### src/rtl/dma_chain_pkg.sv
`timescale 1ns/1ps
package dma_chain_pkg;

  localparam int REG_W = 32;

  // status bit positions (read view of the control word)
  localparam int ST_EN   = 24;
  localparam int ST_SUP  = 25;
  localparam int ST_RD   = 26;
  localparam int ST_DONE = 27;
  localparam int ST_BERR = 28;

  // command field lives at bits 21..16 of a control write
  localparam int CMD_LSB = 16;
  localparam int CMD_MSB = 21;

  typedef struct packed {
    logic snap;      // bit 21
    logic rst;       // bit 20
    logic clr_done;  // bit 19
    logic dir_rd;    // bit 18
    logic set_sup;   // bit 17
    logic set_en;    // bit 16
  } cmd_t;

  typedef enum logic [3:0] {
    IDX_CSR      = 4'd0,
    IDX_NEXT     = 4'd1,
    IDX_LIMIT    = 4'd2,
    IDX_START    = 4'd3,
    IDX_STOP     = 4'd4,
    IDX_SV_NEXT  = 4'd5,
    IDX_SV_LIMIT = 4'd6,
    IDX_SV_START = 4'd7,
    IDX_SV_STOP  = 4'd8
  } reg_idx_e;

  typedef enum logic [1:0] {
    MV_IDLE,
    MV_DEV_IN,
    MV_MEM,
    MV_DEV_OUT
  } mv_state_e;

  // clear the low 'lsb' bits of a pointer
  function automatic logic [REG_W-1:0] align_down(input logic [REG_W-1:0] p,
                                                  input int unsigned lsb);
    return p & ~((REG_W'(1) << lsb) - REG_W'(1));
  endfunction

  // advance a pointer by one word
  function automatic logic [REG_W-1:0] word_step(input logic [REG_W-1:0] p,
                                                 input int unsigned bytes);
    return p + REG_W'(bytes);
  endfunction

endpackage

### src/rtl/dma_cmd_status.sv
`timescale 1ns/1ps
module dma_cmd_status
  import dma_chain_pkg::*;
(
  input  logic clk,
  input  logic rst_n,
  input  logic cmd_we,
  input  cmd_t cmd,
  input  logic mv_busy,
  input  logic buf_end,
  input  logic chain_take,
  input  logic bus_err,
  output logic en,
  output logic sup,
  output logic dir_rd,
  output logic done,
  output logic berr
);

  logic hw_halt;
  logic sw_reset;
  logic dir_open;

  assign hw_halt  = bus_err | (buf_end & ~chain_take);
  assign sw_reset = cmd_we & cmd.rst;
  assign dir_open = cmd_we & ~en & ~mv_busy;

  always_ff @(posedge clk) begin
    if (!rst_n) begin
      en     <= 1'b0;
      sup    <= 1'b0;
      dir_rd <= 1'b0;
      done   <= 1'b0;
      berr   <= 1'b0;
    end else begin
      // enable: hardware halt wins, then set, then reset command
      if (hw_halt)                en <= 1'b0;
      else if (cmd_we & cmd.set_en) en <= 1'b1;
      else if (sw_reset)          en <= 1'b0;

      if (cmd_we & cmd.set_sup)   sup <= 1'b1;
      else if (sw_reset)          sup <= 1'b0;

      // hardware completion wins over a clear in the same cycle
      if (buf_end)                             done <= 1'b1;
      else if (cmd_we & (cmd.rst | cmd.clr_done)) done <= 1'b0;

      if (bus_err)                berr <= 1'b1;
      else if (sw_reset)          berr <= 1'b0;

      if (dir_open)               dir_rd <= cmd.dir_rd;
    end
  end

  // bus exception persists until a reset command
  a_r8_berr_sticky: assert property (@(posedge clk) disable iff (!rst_n)
    berr && !sw_reset |=> berr);

  // an unchained buffer end halts the channel with complete raised
  a_r4_halt_on_end: assert property (@(posedge clk) disable iff (!rst_n)
    buf_end && !chain_take |=> !en && done);

  // direction cannot move while the channel is enabled
  a_r10_dir_frozen: assert property (@(posedge clk) disable iff (!rst_n)
    en |=> $stable(dir_rd));

endmodule

### src/rtl/dma_ptr_bank.sv
`timescale 1ns/1ps
module dma_ptr_bank
  import dma_chain_pkg::*;
#(
  parameter int ADDR_W     = 32,
  parameter int ALIGN_LSB  = 4,
  parameter int WORD_BYTES = 4
) (
  input  logic              clk,
  input  logic              rst_n,
  input  logic              wr_en,
  input  reg_idx_e          wr_idx,
  input  logic [REG_W-1:0]  wr_data,
  input  logic              snap,
  input  logic              chain_clr,
  input  logic              word_done,
  input  logic              supdate,
  output logic [ADDR_W-1:0] p_next,
  output logic [ADDR_W-1:0] p_limit,
  output logic [ADDR_W-1:0] p_start,
  output logic [ADDR_W-1:0] p_stop,
  output logic [ADDR_W-1:0] sv_next,
  output logic [ADDR_W-1:0] sv_limit,
  output logic [ADDR_W-1:0] sv_start,
  output logic [ADDR_W-1:0] sv_stop,
  output logic              buf_end,
  output logic              chain_take
);

  logic [REG_W-1:0]  wr_aligned;
  logic [REG_W-1:0]  next_inc;
  logic [ADDR_W-1:0] next_adv;
  logic [ADDR_W-1:0] wr_ptr;
  logic              chain_pend;

  assign wr_aligned = align_down(wr_data, ALIGN_LSB);
  assign wr_ptr     = wr_aligned[ADDR_W-1:0];
  assign next_inc   = word_step(REG_W'(p_next), WORD_BYTES);
  assign next_adv   = next_inc[ADDR_W-1:0];

  assign buf_end    = word_done & (next_adv == p_limit);
  assign chain_take = buf_end & ~supdate & chain_pend;

  always_ff @(posedge clk) begin
    if (!rst_n) begin
      p_next     <= '0;
      p_limit    <= '0;
      p_start    <= '0;
      p_stop     <= '0;
      chain_pend <= 1'b0;
    end else begin
      if (chain_take)                          p_next <= p_start;
      else if (word_done)                      p_next <= next_adv;
      else if (wr_en && wr_idx == IDX_NEXT)    p_next <= wr_ptr;

      if (chain_take)                          p_limit <= p_stop;
      else if (wr_en && wr_idx == IDX_LIMIT)   p_limit <= wr_ptr;

      if (wr_en && wr_idx == IDX_START)        p_start <= wr_ptr;
      if (wr_en && wr_idx == IDX_STOP)         p_stop  <= wr_ptr;

      if (wr_en && wr_idx == IDX_STOP)         chain_pend <= 1'b1;
      else if (chain_take || chain_clr)        chain_pend <= 1'b0;
    end
  end

  always_ff @(posedge clk) begin
    if (!rst_n) begin
      sv_next  <= '0;
      sv_limit <= '0;
      sv_start <= '0;
      sv_stop  <= '0;
    end else if (chain_take) begin
      sv_next  <= p_start;
      sv_limit <= p_stop;
      sv_start <= p_start;
      sv_stop  <= p_stop;
    end else if (snap) begin
      sv_next  <= p_next;
      sv_limit <= p_limit;
      sv_start <= p_start;
      sv_stop  <= p_stop;
    end
  end

  // a chain reload moves the follow-on pair into the working pair
  a_r6_chain_reload: assert property (@(posedge clk) disable iff (!rst_n)
    chain_take |=> p_next == $past(p_start) && p_limit == $past(p_stop));

  // shadows follow the reload
  a_r7_shadow_reload: assert property (@(posedge clk) disable iff (!rst_n)
    chain_take |=> sv_next == p_next && sv_limit == p_limit);

  generate
    if (ALIGN_LSB > 0) begin : g_align_chk
      // a software-written next pointer is aligned
      a_r2_next_aligned: assert property (@(posedge clk) disable iff (!rst_n)
        wr_en && wr_idx == IDX_NEXT && !word_done && !chain_take
        |=> p_next[ALIGN_LSB-1:0] == '0);
    end
  endgenerate

endmodule

### src/rtl/dma_word_mover.sv
`timescale 1ns/1ps
module dma_word_mover
  import dma_chain_pkg::*;
#(
  parameter int ADDR_W = 32,
  parameter int DATA_W = 32
) (
  input  logic              clk,
  input  logic              rst_n,
  input  logic              run_ok,
  input  logic              dir_rd,
  input  logic [ADDR_W-1:0] next_ptr,
  input  logic [ADDR_W-1:0] limit_ptr,
  output logic              mem_req,
  output logic              mem_we,
  output logic [ADDR_W-1:0] mem_addr,
  output logic [DATA_W-1:0] mem_wdata,
  input  logic [DATA_W-1:0] mem_rdata,
  input  logic              mem_ack,
  input  logic              mem_err,
  input  logic              dev_in_valid,
  output logic              dev_in_ready,
  input  logic [DATA_W-1:0] dev_in_data,
  output logic              dev_out_valid,
  input  logic              dev_out_ready,
  output logic [DATA_W-1:0] dev_out_data,
  output logic              word_done,
  output logic              bus_err,
  output logic              busy
);

  mv_state_e         st;
  logic [DATA_W-1:0] hold;
  logic [ADDR_W-1:0] cur_addr;
  logic              launch;
  logic              mem_fin;

  assign launch  = run_ok & (next_ptr != limit_ptr);
  assign mem_fin = (st == MV_MEM) & mem_ack;

  assign mem_req       = (st == MV_MEM);
  assign mem_we        = dir_rd;
  assign mem_addr      = cur_addr;
  assign mem_wdata     = hold;
  assign dev_in_ready  = (st == MV_DEV_IN);
  assign dev_out_valid = (st == MV_DEV_OUT);
  assign dev_out_data  = hold;

  assign bus_err   = mem_fin & mem_err;
  assign word_done = (mem_fin & ~mem_err & dir_rd) |
                     ((st == MV_DEV_OUT) & dev_out_ready);
  assign busy      = (st != MV_IDLE);

  always_ff @(posedge clk) begin
    if (!rst_n) begin
      st       <= MV_IDLE;
      hold     <= '0;
      cur_addr <= '0;
    end else begin
      unique case (st)
        MV_IDLE: begin
          if (launch) begin
            cur_addr <= next_ptr;
            st       <= dir_rd ? MV_DEV_IN : MV_MEM;
          end
        end
        MV_DEV_IN: begin
          if (!run_ok) begin
            st <= MV_IDLE;
          end else if (dev_in_valid) begin
            hold <= dev_in_data;
            st   <= MV_MEM;
          end
        end
        MV_MEM: begin
          if (mem_ack) begin
            if (mem_err || dir_rd) begin
              st <= MV_IDLE;
            end else begin
              hold <= mem_rdata;
              st   <= MV_DEV_OUT;
            end
          end
        end
        MV_DEV_OUT: begin
          if (dev_out_ready) st <= MV_IDLE;
        end
        default: st <= MV_IDLE;
      endcase
    end
  end

  // an unanswered request keeps its address, data and kind
  a_r11_req_hold: assert property (@(posedge clk) disable iff (!rst_n)
    mem_req && !mem_ack |=> mem_req && $stable(mem_addr) &&
                            $stable(mem_wdata) && $stable(mem_we));

  // a faulted access is not retried on the next cycle
  a_r8_err_drops_req: assert property (@(posedge clk) disable iff (!rst_n)
    bus_err |=> !mem_req);

endmodule

### src/rtl/dma_chain_ch.sv
`timescale 1ns/1ps
module dma_chain_ch
  import dma_chain_pkg::*;
#(
  parameter int ADDR_W    = 32,
  parameter int DATA_W    = 32,
  parameter int ALIGN_LSB = 4
) (
  input  logic              clk,
  input  logic              rst_n,
  input  logic              reg_we,
  input  logic [3:0]        reg_addr,
  input  logic [REG_W-1:0]  reg_wdata,
  output logic [REG_W-1:0]  reg_rdata,
  output logic              mem_req,
  output logic              mem_we,
  output logic [ADDR_W-1:0] mem_addr,
  output logic [DATA_W-1:0] mem_wdata,
  input  logic [DATA_W-1:0] mem_rdata,
  input  logic              mem_ack,
  input  logic              mem_err,
  input  logic              dev_in_valid,
  output logic              dev_in_ready,
  input  logic [DATA_W-1:0] dev_in_data,
  output logic              dev_out_valid,
  input  logic              dev_out_ready,
  output logic [DATA_W-1:0] dev_out_data,
  output logic              irq
);

  localparam int WORD_BYTES = DATA_W / 8;

  reg_idx_e          reg_idx;
  cmd_t              cmd;
  logic              cmd_we;
  logic              en, sup, dir_rd, done, berr;
  logic              mv_busy, word_done, bus_err;
  logic              buf_end, chain_take;
  logic [ADDR_W-1:0] p_next, p_limit, p_start, p_stop;
  logic [ADDR_W-1:0] sv_next, sv_limit, sv_start, sv_stop;
  logic [REG_W-1:0]  csr_word;

  assign reg_idx = reg_idx_e'(reg_addr);
  assign cmd     = cmd_t'(reg_wdata[CMD_MSB:CMD_LSB]);
  assign cmd_we  = reg_we & (reg_idx == IDX_CSR);

  dma_cmd_status u_csr (
    .clk        (clk),
    .rst_n      (rst_n),
    .cmd_we     (cmd_we),
    .cmd        (cmd),
    .mv_busy    (mv_busy),
    .buf_end    (buf_end),
    .chain_take (chain_take),
    .bus_err    (bus_err),
    .en         (en),
    .sup        (sup),
    .dir_rd     (dir_rd),
    .done       (done),
    .berr       (berr)
  );

  dma_ptr_bank #(
    .ADDR_W     (ADDR_W),
    .ALIGN_LSB  (ALIGN_LSB),
    .WORD_BYTES (WORD_BYTES)
  ) u_ptr (
    .clk        (clk),
    .rst_n      (rst_n),
    .wr_en      (reg_we),
    .wr_idx     (reg_idx),
    .wr_data    (reg_wdata),
    .snap       (cmd_we & cmd.snap),
    .chain_clr  (cmd_we & cmd.rst),
    .word_done  (word_done),
    .supdate    (sup),
    .p_next     (p_next),
    .p_limit    (p_limit),
    .p_start    (p_start),
    .p_stop     (p_stop),
    .sv_next    (sv_next),
    .sv_limit   (sv_limit),
    .sv_start   (sv_start),
    .sv_stop    (sv_stop),
    .buf_end    (buf_end),
    .chain_take (chain_take)
  );

  dma_word_mover #(
    .ADDR_W (ADDR_W),
    .DATA_W (DATA_W)
  ) u_mover (
    .clk           (clk),
    .rst_n         (rst_n),
    .run_ok        (en & ~berr),
    .dir_rd        (dir_rd),
    .next_ptr      (p_next),
    .limit_ptr     (p_limit),
    .mem_req       (mem_req),
    .mem_we        (mem_we),
    .mem_addr      (mem_addr),
    .mem_wdata     (mem_wdata),
    .mem_rdata     (mem_rdata),
    .mem_ack       (mem_ack),
    .mem_err       (mem_err),
    .dev_in_valid  (dev_in_valid),
    .dev_in_ready  (dev_in_ready),
    .dev_in_data   (dev_in_data),
    .dev_out_valid (dev_out_valid),
    .dev_out_ready (dev_out_ready),
    .dev_out_data  (dev_out_data),
    .word_done     (word_done),
    .bus_err       (bus_err),
    .busy          (mv_busy)
  );

  always_comb begin
    csr_word          = '0;
    csr_word[ST_EN]   = en;
    csr_word[ST_SUP]  = sup;
    csr_word[ST_RD]   = dir_rd;
    csr_word[ST_DONE] = done;
    csr_word[ST_BERR] = berr;
  end

  always_comb begin
    unique case (reg_idx)
      IDX_CSR:      reg_rdata = csr_word;
      IDX_NEXT:     reg_rdata = REG_W'(p_next);
      IDX_LIMIT:    reg_rdata = REG_W'(p_limit);
      IDX_START:    reg_rdata = REG_W'(p_start);
      IDX_STOP:     reg_rdata = REG_W'(p_stop);
      IDX_SV_NEXT:  reg_rdata = REG_W'(sv_next);
      IDX_SV_LIMIT: reg_rdata = REG_W'(sv_limit);
      IDX_SV_START: reg_rdata = REG_W'(sv_start);
      IDX_SV_STOP:  reg_rdata = REG_W'(sv_stop);
      default:      reg_rdata = '0;
    endcase
  end

  assign irq = done | berr;

  // the status-side fault bit blocks the mover's request path
  a_r8_no_req_on_fault: assert property (@(posedge clk) disable iff (!rst_n)
    berr |-> !mem_req);

  // a finished word outside a chain reload advances next by one word
  a_r3_word_advance: assert property (@(posedge clk) disable iff (!rst_n)
    word_done && !chain_take |=> p_next != $past(p_next));

endmodule

### config.mk
export PLATFORM = sky130hd
export DESIGN_NAME = dma_chain_ch
export DESIGN_NICKNAME = d
export VERILOG_FILES = /design/src/rtl/dma_chain_pkg.sv /design/src/rtl/dma_cmd_status.sv /design/src/rtl/dma_ptr_bank.sv /design/src/rtl/dma_word_mover.sv /design/src/rtl/dma_chain_ch.sv
export SDC_FILE = /design/constraint.sdc
export NUM_CORES = 1
export LEC_CHECK = 0
export BUFFER_PORTS_ARGS = -buffer_cell sky130_fd_sc_hd__buf_2
export CAP_MARGIN = 0
export CORE_ASPECT_RATIO = 1.75
export CORE_MARGIN = 8
export CORE_UTILIZATION = 52
export DETAILED_ROUTE_END_ITERATION = 10
export PLACE_DENSITY = 0.85
export SETUP_SLACK_MARGIN = 0.05
export SLEW_MARGIN = 20
export SYNTH_ARGS = -nofsm -noshare
export SYNTH_HDL_FRONTEND = slang
export SYNTH_SLANG_ARGS = --single-unit
export TNS_END_PERCENT = 10
### constraint.sdc
create_clock -name clk -period 3.3 [get_ports clk]
set_input_delay 0.165 -clock clk [delete_from_list [all_inputs] [get_ports clk]]
set_output_delay 0.165 -clock clk [all_outputs]
set_load 0.005 [all_outputs]
Yosys cells after proc, flatten, opt, wreduce, memory -nomap -nowiden
Index checks and enable logic that the tools add are counted.

$add $sub $neg: 1. Eq/ne operators: 20. Multiplexer cells: 35. Bitwise gates (word level): 30. Reductions and logical operators: 22.

Operators with widths (count): 32-bit two-way mux (17); 32-bit case mux with 9 select lines (1); 32-bit case mux with 2 select lines (1); 32-bit by 3-bit adder with 32-bit output (second input constant) (1); 32-bit == test (1); 32-bit != test (1); 1-bit bitwise AND (19); 2-bit nonzero test (9); 4-bit by 3-bit == test with 1-bit output (second input constant) (4); 2-bit two-way mux (7); 4-bit by 2-bit == test with 1-bit output (second input constant) (2); 1-bit two-way mux (8); 2-bit by 1-bit != test with 1-bit output (second input constant) (4); 2-bit case mux with 4 select lines (1); 1-bit NOT (7); 5-bit AND reduction (1); 2-bit == test (second input constant) (2); 4-bit by 1-bit == test with 1-bit output (second input constant) (1); 4-bit == test (second input constant) (1); 1-bit logical AND (4); 4-bit zero test (1); 2-bit != test (second input constant) (2); 1-bit OR (4); 4-bit AND reduction (1); other kinds (7) (8).

Register bits after elaboration: 320. Output and inout port bits: 133.

Depth between registers and ports, before layout
Depth after elaboration: 12. Mapped depth: 15. Mapped depth without buffers: 10.

Cells and area by module
From an unflattened synthesis, not the netlist that was laid out.

Cell total of the unflattened synthesis: 2143. Area, all modules: 18213.7 um2.

Modules (own cells, without submodules): dma_ptr_bank (instances 1, cells an instance 1431, area an instance 12061.6 um2); dma_word_mover (instances 1, cells an instance 419, area an instance 3637.2 um2); dma_chain_ch (instances 1, cells an instance 270, area an instance 2289.7 um2); dma_cmd_status (instances 1, cells an instance 23, area an instance 225.2 um2).

Worst setup path after synthesis
No wires, ideal clock.

Path type: register -> register. Start point: register u_ptr.p_next[3]. End point: register u_ptr.p_limit[28]. Setup time: 0.132 ns. Arrival time: 3.325 ns. Required time: 3.168 ns. Slack: -0.157 ns. Stages on the path, launching flop included: 15. Buffers on the path: 5. Path through: dfxtp_1 buf_2 and4_1 nand3_2 or4_1 buf_2 or4b_1 o311ai_1 nand4b_1 or4_1 buf_2 buf_4 buf_2 o21ai_1 a21oi_1.

Word-level cells in the longest chain between the ends: 6. Elaborated cells between the ends (all ways): 7. Classes of those cells: add/sub (1); eq/ne (1); mux (1); bitwise (3); reduce/logical (1).

Ends and longest elaborated chain: start, declared (line dma_ptr_bank.sv:18) `output logic [ADDR_W-1:0] p_next,`; start signal, assigned (line dma_ptr_bank.sv:52) `if (chain_take) p_next <= p_start;`; start signal, assigned (line dma_ptr_bank.sv:53) `else if (word_done) p_next <= next_adv;`; start signal, assigned (line dma_ptr_bank.sv:54) `else if (wr_en && wr_idx == IDX_NEXT) p_next <= wr_ptr;`; 32-bit by 3-bit adder with 32-bit output (*) (line dma_chain_pkg.sv:54) `return p + REG_W'(bytes);`; 32-bit == test (*) (line dma_ptr_bank.sv:41) `assign buf_end = word_done & (next_adv == p_limit);`; 1-bit bitwise AND (*) (line dma_ptr_bank.sv:41); 1-bit bitwise AND (*) (2 in series) (line dma_ptr_bank.sv:42) `assign chain_take = buf_end & ~supdate & chain_pend;`; 32-bit two-way mux / 2-bit nonzero test (equally long branches); end signal, assigned (line dma_ptr_bank.sv:56) `if (chain_take) p_limit <= p_stop;`; end signal, assigned (line dma_ptr_bank.sv:57) `else if (wr_en && wr_idx == IDX_LIMIT) p_limit <= wr_ptr;`; end, declared (line dma_ptr_bank.sv:19) `output logic [ADDR_W-1:0] p_limit,`.

Every way passes the cells marked *; elsewhere a longest branch is shown, timed or not. A chain may end at the register's enable or synchronous reset.

Worst setup path in the final report
Start point: register u_ptr.p_next[12]. End point: register u_ptr.p_next[17].

Word-level cells in the longest chain between the ends: 6. Elaborated cells between the ends (all ways): 8. Classes of those cells: add/sub (1); eq/ne (1); mux (2); bitwise (3); reduce/logical (1).

Ends and longest elaborated chain (line): 32-bit by 3-bit adder with 32-bit output (*) (dma_chain_pkg.sv:54); 32-bit == test (dma_ptr_bank.sv:41); 1-bit bitwise AND (dma_ptr_bank.sv:41); 1-bit bitwise AND (2 in series) (dma_ptr_bank.sv:42); 3-bit nonzero test (no line) / 32-bit two-way mux (equally long branches).

Marks and branches as above.

==> impl_metrics.csv <==
group,metric,value,unit
outcome,status,"finished, violations left",
outcome,violations,"negative setup slack",
cts,numCtsBuffers,28,
timing,max_freq,296,MHz
timing,slew_violations,0,
floorplanning,die-area,35800,um2
worst_setup_path,cp-start-kind,"flip-flop",
floorplanning,dieHeight,244,um
worst_setup_path,r2r_slack,-0.08,ns
pwr,vdd_drop_max,0.689,mV
yosys,syn_inst,1815,
worst_setup_path,critPathMaxFanout,7,
yosys,ys_ff_latch,299,
timing,finalCritPeriodShare,102,%
detailed_routing,dr.pass1.iters,8,
grt,grt_pass1_wl,84.3,mm
cts,clockRootBuffer,"clkbuf_16",
pwr,total_power,9.27,mW
yosys,synth_simple_gate_area_share,16.4,%
yosys,synth_edf_count,0,
worst_setup_path,path_delay_family,"simple AND/OR/NAND/NOR gates",
timing,finalHoldViolCount,0,
yosys,synth_compound_area_share,18.8,%
timing,final-setup-viol-count,40,
yosys,synthXorXnorAreaFrac,4.02,%
worst_setup_path,critical-path-max-stage-delay,0.71,ns
layout,final_util,66.9,%
timing,grt_setup_unrepaired,"yes",
yosys,syn_avg_cell_area,8.53,um2
grt,overflow,0,
yosys,synth_cell_types,62,
placed_design,portBuffers,233,
yosys,synthAdderAreaFrac,0.630,%
detailed_routing,drt-initial-drc-count,1667,
yosys,synth_area,15500,um2
timing,worst_pin_slew,1.01,ns
cts,clockBufferDepth,3,
detailed_routing,ant_nets,0,
worst_setup_path,r2r-start,"u_ptr.p_next[12]",
placed_design,gp_congestion,0.994,
placed_design,dp.final_hpwl,36.7,mm
yosys,synth-main-ff-cell,"dfxtp_1",
floorplanning,placementRows,83,
worst_setup_path,path_buf_inv,1,
worst_hold_path,min_to,"u_mover.dev_out_data[18]",
yosys,synth_top_family_by_area,"compound AO/OA/AOI/OAI gates",
worst_setup_path,path_cells,"nand4_1 > or4_4 > or4b_4 > o311ai_4 > nand4b_1 > or4_4 > clkbuf_16 > o21ai_1 > nor3_2",
grt,antenna_found_initial,2,
detailed_routing,wire_per_inst,23.1,um
grt,grt_max_degree,117,
floorplanning,io_pins,240,
detailed_routing,drc_errors,0,
grt,grt_pass1_vias,15700,
worst_setup_path,r2r_cells,9,
pwr,power.density,473,nW/um2
cts,htreeDepth,1,
worst_setup_path,cp_slowest_cell,"or4_4",
yosys,async_flop_share,0,%
floorplanning,core-area,29300,um2
cts,clock_sinks,299,
pwr,leakage,8.96,nW
floorplanning,initial_utilization,52.9,%
worst_setup_path,crit_path_frequent_cell,"or4_4",
layout,n_antenna_cell,0,
timing,fin_ws,-0.0761,ns
worst_setup_path,cp-end-kind,"flip-flop",
cts,clk_latency,0.57,ns
worst_setup_path,cp.arrival,3.82,ns
layout,area_delta_synth_final,26.5,%
floorplanning,die_x,146,um
detailed_routing,wl,57.7,mm
cts,tritoncts,"done",
worst_hold_path,hp-start,"mem_rdata[18]",
worst_hold_path,whs_path_depth,4,
layout,final_nets,2211,
yosys,synth_mux_area_share,14.8,%
worst_hold_path,hp-class,"in -> reg",
detailed_routing,viasPerCell,6.25,
flow_run,maxCapViolCount,0,
timing,min_period,3.38,ns
detailed_routing,vias,15600,
timing,hold_slack,0.00388,ns
grt,grt_usage,29.2,%
yosys,ys.warnings.count,0,
worst_setup_path,cp.required,3.75,ns
worst_setup_path,crit_type,"reg -> reg",
yosys,ys_seq_area_share,38.7,%
timing,fin_skew,0.0161,ns
worst_setup_path,reg2reg_to,"u_ptr.p_next[17]",
timing,maxSlewHeadroom,32.9,%
cts,clkTransAtPathRegs,0.07,ns
layout,drive_above_1_share,23.6,%
sequential cells by signal (all words and copies together) (netlist names), 2 cells and up:
signal / cells
u_ptr.sv_limit: 28
u_ptr.p_start: 28
u_mover.mem_addr: 30
u_ptr.sv_next: 31
u_ptr.sv_start: 28
u_ptr.p_stop: 28
u_ptr.p_limit: 28
u_ptr.p_next: 30
u_mover.st: 2
u_ptr.sv_stop: 28
u_mover.dev_out_data: 32
worst register-to-register path, delay by kind of cell, from the launching register on:
family | cells | cell delay, ns
buf+inv | 1 | 0.22
compound gates | 2 | 0.34
flops | 1 | 0.35
simple gates | 6 | 2.35
routing by layer:
metal	share of wire (%)	global-route usage, %
met1	35	30.9
met2	48	50.5
met3	9.9	7.10
met5	0.024	0
met4	7.4	20.4
cell usage after synthesis, types with 3 or more instances:
master	instances	area, um2
xnor2_1	42	368
buf_4	36	270
nor4_1	6	37.5
buf_1	9	33.8
a21o_1	7	52.6
nor2_1	53	199
a21oi_1	118	591
o211a_1	36	360
mux2_2	12	135
mux2i_1	215	2150
a222oi_1	11	110
ha_1	7	87.6
nor3_1	31	155
o21ai_1	3	15.0
nand2_1	321	1200
xor2_1	29	254
inv_1	17	63.8
a221oi_1	18	158
a31oi_1	10	62.6
or4_1	3	22.5
clkbuf_1	138	518
buf_2	14	70.1
dfxtp_1	299	5990
and4_1	6	52.6
a22oi_1	53	398
o21ai_0	77	385
and2_1	8	50.1
nand3_1	19	95.1
nor2b_1	47	294
buf_8	5	75.1
a22o_1	20	175
nand2b_1	5	31.3
and3_1	19	119
a21boi_0	59	443
nand4_1	20	125
nor3b_1	6	45.0
a211oi_1	3	22.5
cell families (layout without fill, tap and decap cells):
logic type               after synthesis  in the layout
adder cells (fa/ha/maj)                8              8
flip-flops                           299            299
multiplexers                         227            227
AO/OA/AOI/OAI                        432            432
XOR/XNOR                              71             71
AND/OR/NAND/NOR                      558            560
buffers and inverters                219            516
other                                  1              2
metrics by stage:
step	TNS, ns	std cells	worst slack (ns)	instance area (um2)
after global routing	-4.31	2497	-0.101	19600
final	-0.719	2497	-0.0761	19600
after detailed placement	-0.0809	2342	-0.0333	17200
after floorplan	0	1816	0.0743	15500
after CTS	-0.00588	2483	-0.00344	19100
after global placement	0	2342	0.0175	17200
cell type report:
type                       count  area [um2]
sequential                   299        6000
timing repair buffer         451        3360
clock buffer                  39         833
clock inverter                 9        53.8
fill                        2219        9700
multi-input combinational   1300        8800
tap                          382         478
inverter                      17        63.8
worst max path at each step:
stage,start,to,slack (ns),cells after the start
after floorplan,u_ptr.p_next[2],u_ptr.sv_start[18],0.07,14
after global placement,u_ptr.p_next[11],u_ptr.p_next[14],0.02,11
after detailed placement,u_ptr.p_next[12],u_ptr.p_next[21],-0.03,10
after CTS,u_ptr.p_next[3],u_ptr.p_next[28],-0.003,10
after global routing,u_ptr.p_next[2],u_ptr.p_limit[6],-0.10,13
final,u_ptr.p_next[12],u_ptr.p_next[17],-0.08,9
placed cells by master, fill, tap and decap left out, drive strengths merged, types with 3 or more instances in the layout:
| cell type | instances |
|---|---|
| or4 | 4 |
| a21boi | 59 |
| mux2 | 12 |
| nand2 | 321 |
| a222oi | 11 |
| dlygate4sd3 | 84 |
| o211a | 36 |
| nor3 | 31 |
| a21o | 7 |
| a22oi | 53 |
| o21ai | 80 |
| a211oi | 3 |
| clkinv | 7 |
| a221oi | 18 |
| a21oi | 118 |
| a22o | 20 |
| a31oi | 10 |
| xnor2 | 42 |
| nor2b | 47 |
| and2 | 12 |
| clkbuf | 46 |
| dfxtp | 299 |
| mux2i | 215 |
| nand2b | 5 |
| nor2 | 53 |
| nor4 | 6 |
| nor3b | 6 |
| ha | 7 |
| and4 | 6 |
| and3 | 19 |
| inv | 17 |
| buf | 358 |
| nand4 | 20 |
| nand3 | 20 |
| xor2 | 29 |
timing repair:
| item | 4_1_cts | 5_1_grt |
|---|---|---|
| pin swaps | 7 | 19 |
| hold endpoints to repair | 106 | 0 |
| endpoints found under the setup margin | 123 | 173 |
| hold buffers | 84 | 0 |
| setup buffers | 6 | 3 |
| cloned | 3 | 11 |
| gates resized for setup | 24 | 72 |
power by group:
part           internal [mW]  switching (mW)  total (mW)
registers               3.79           0.161        3.95
logic                  0.948            1.17        2.12
clock network           1.75            1.45        3.20
Power figures use the tool's default switching activity.
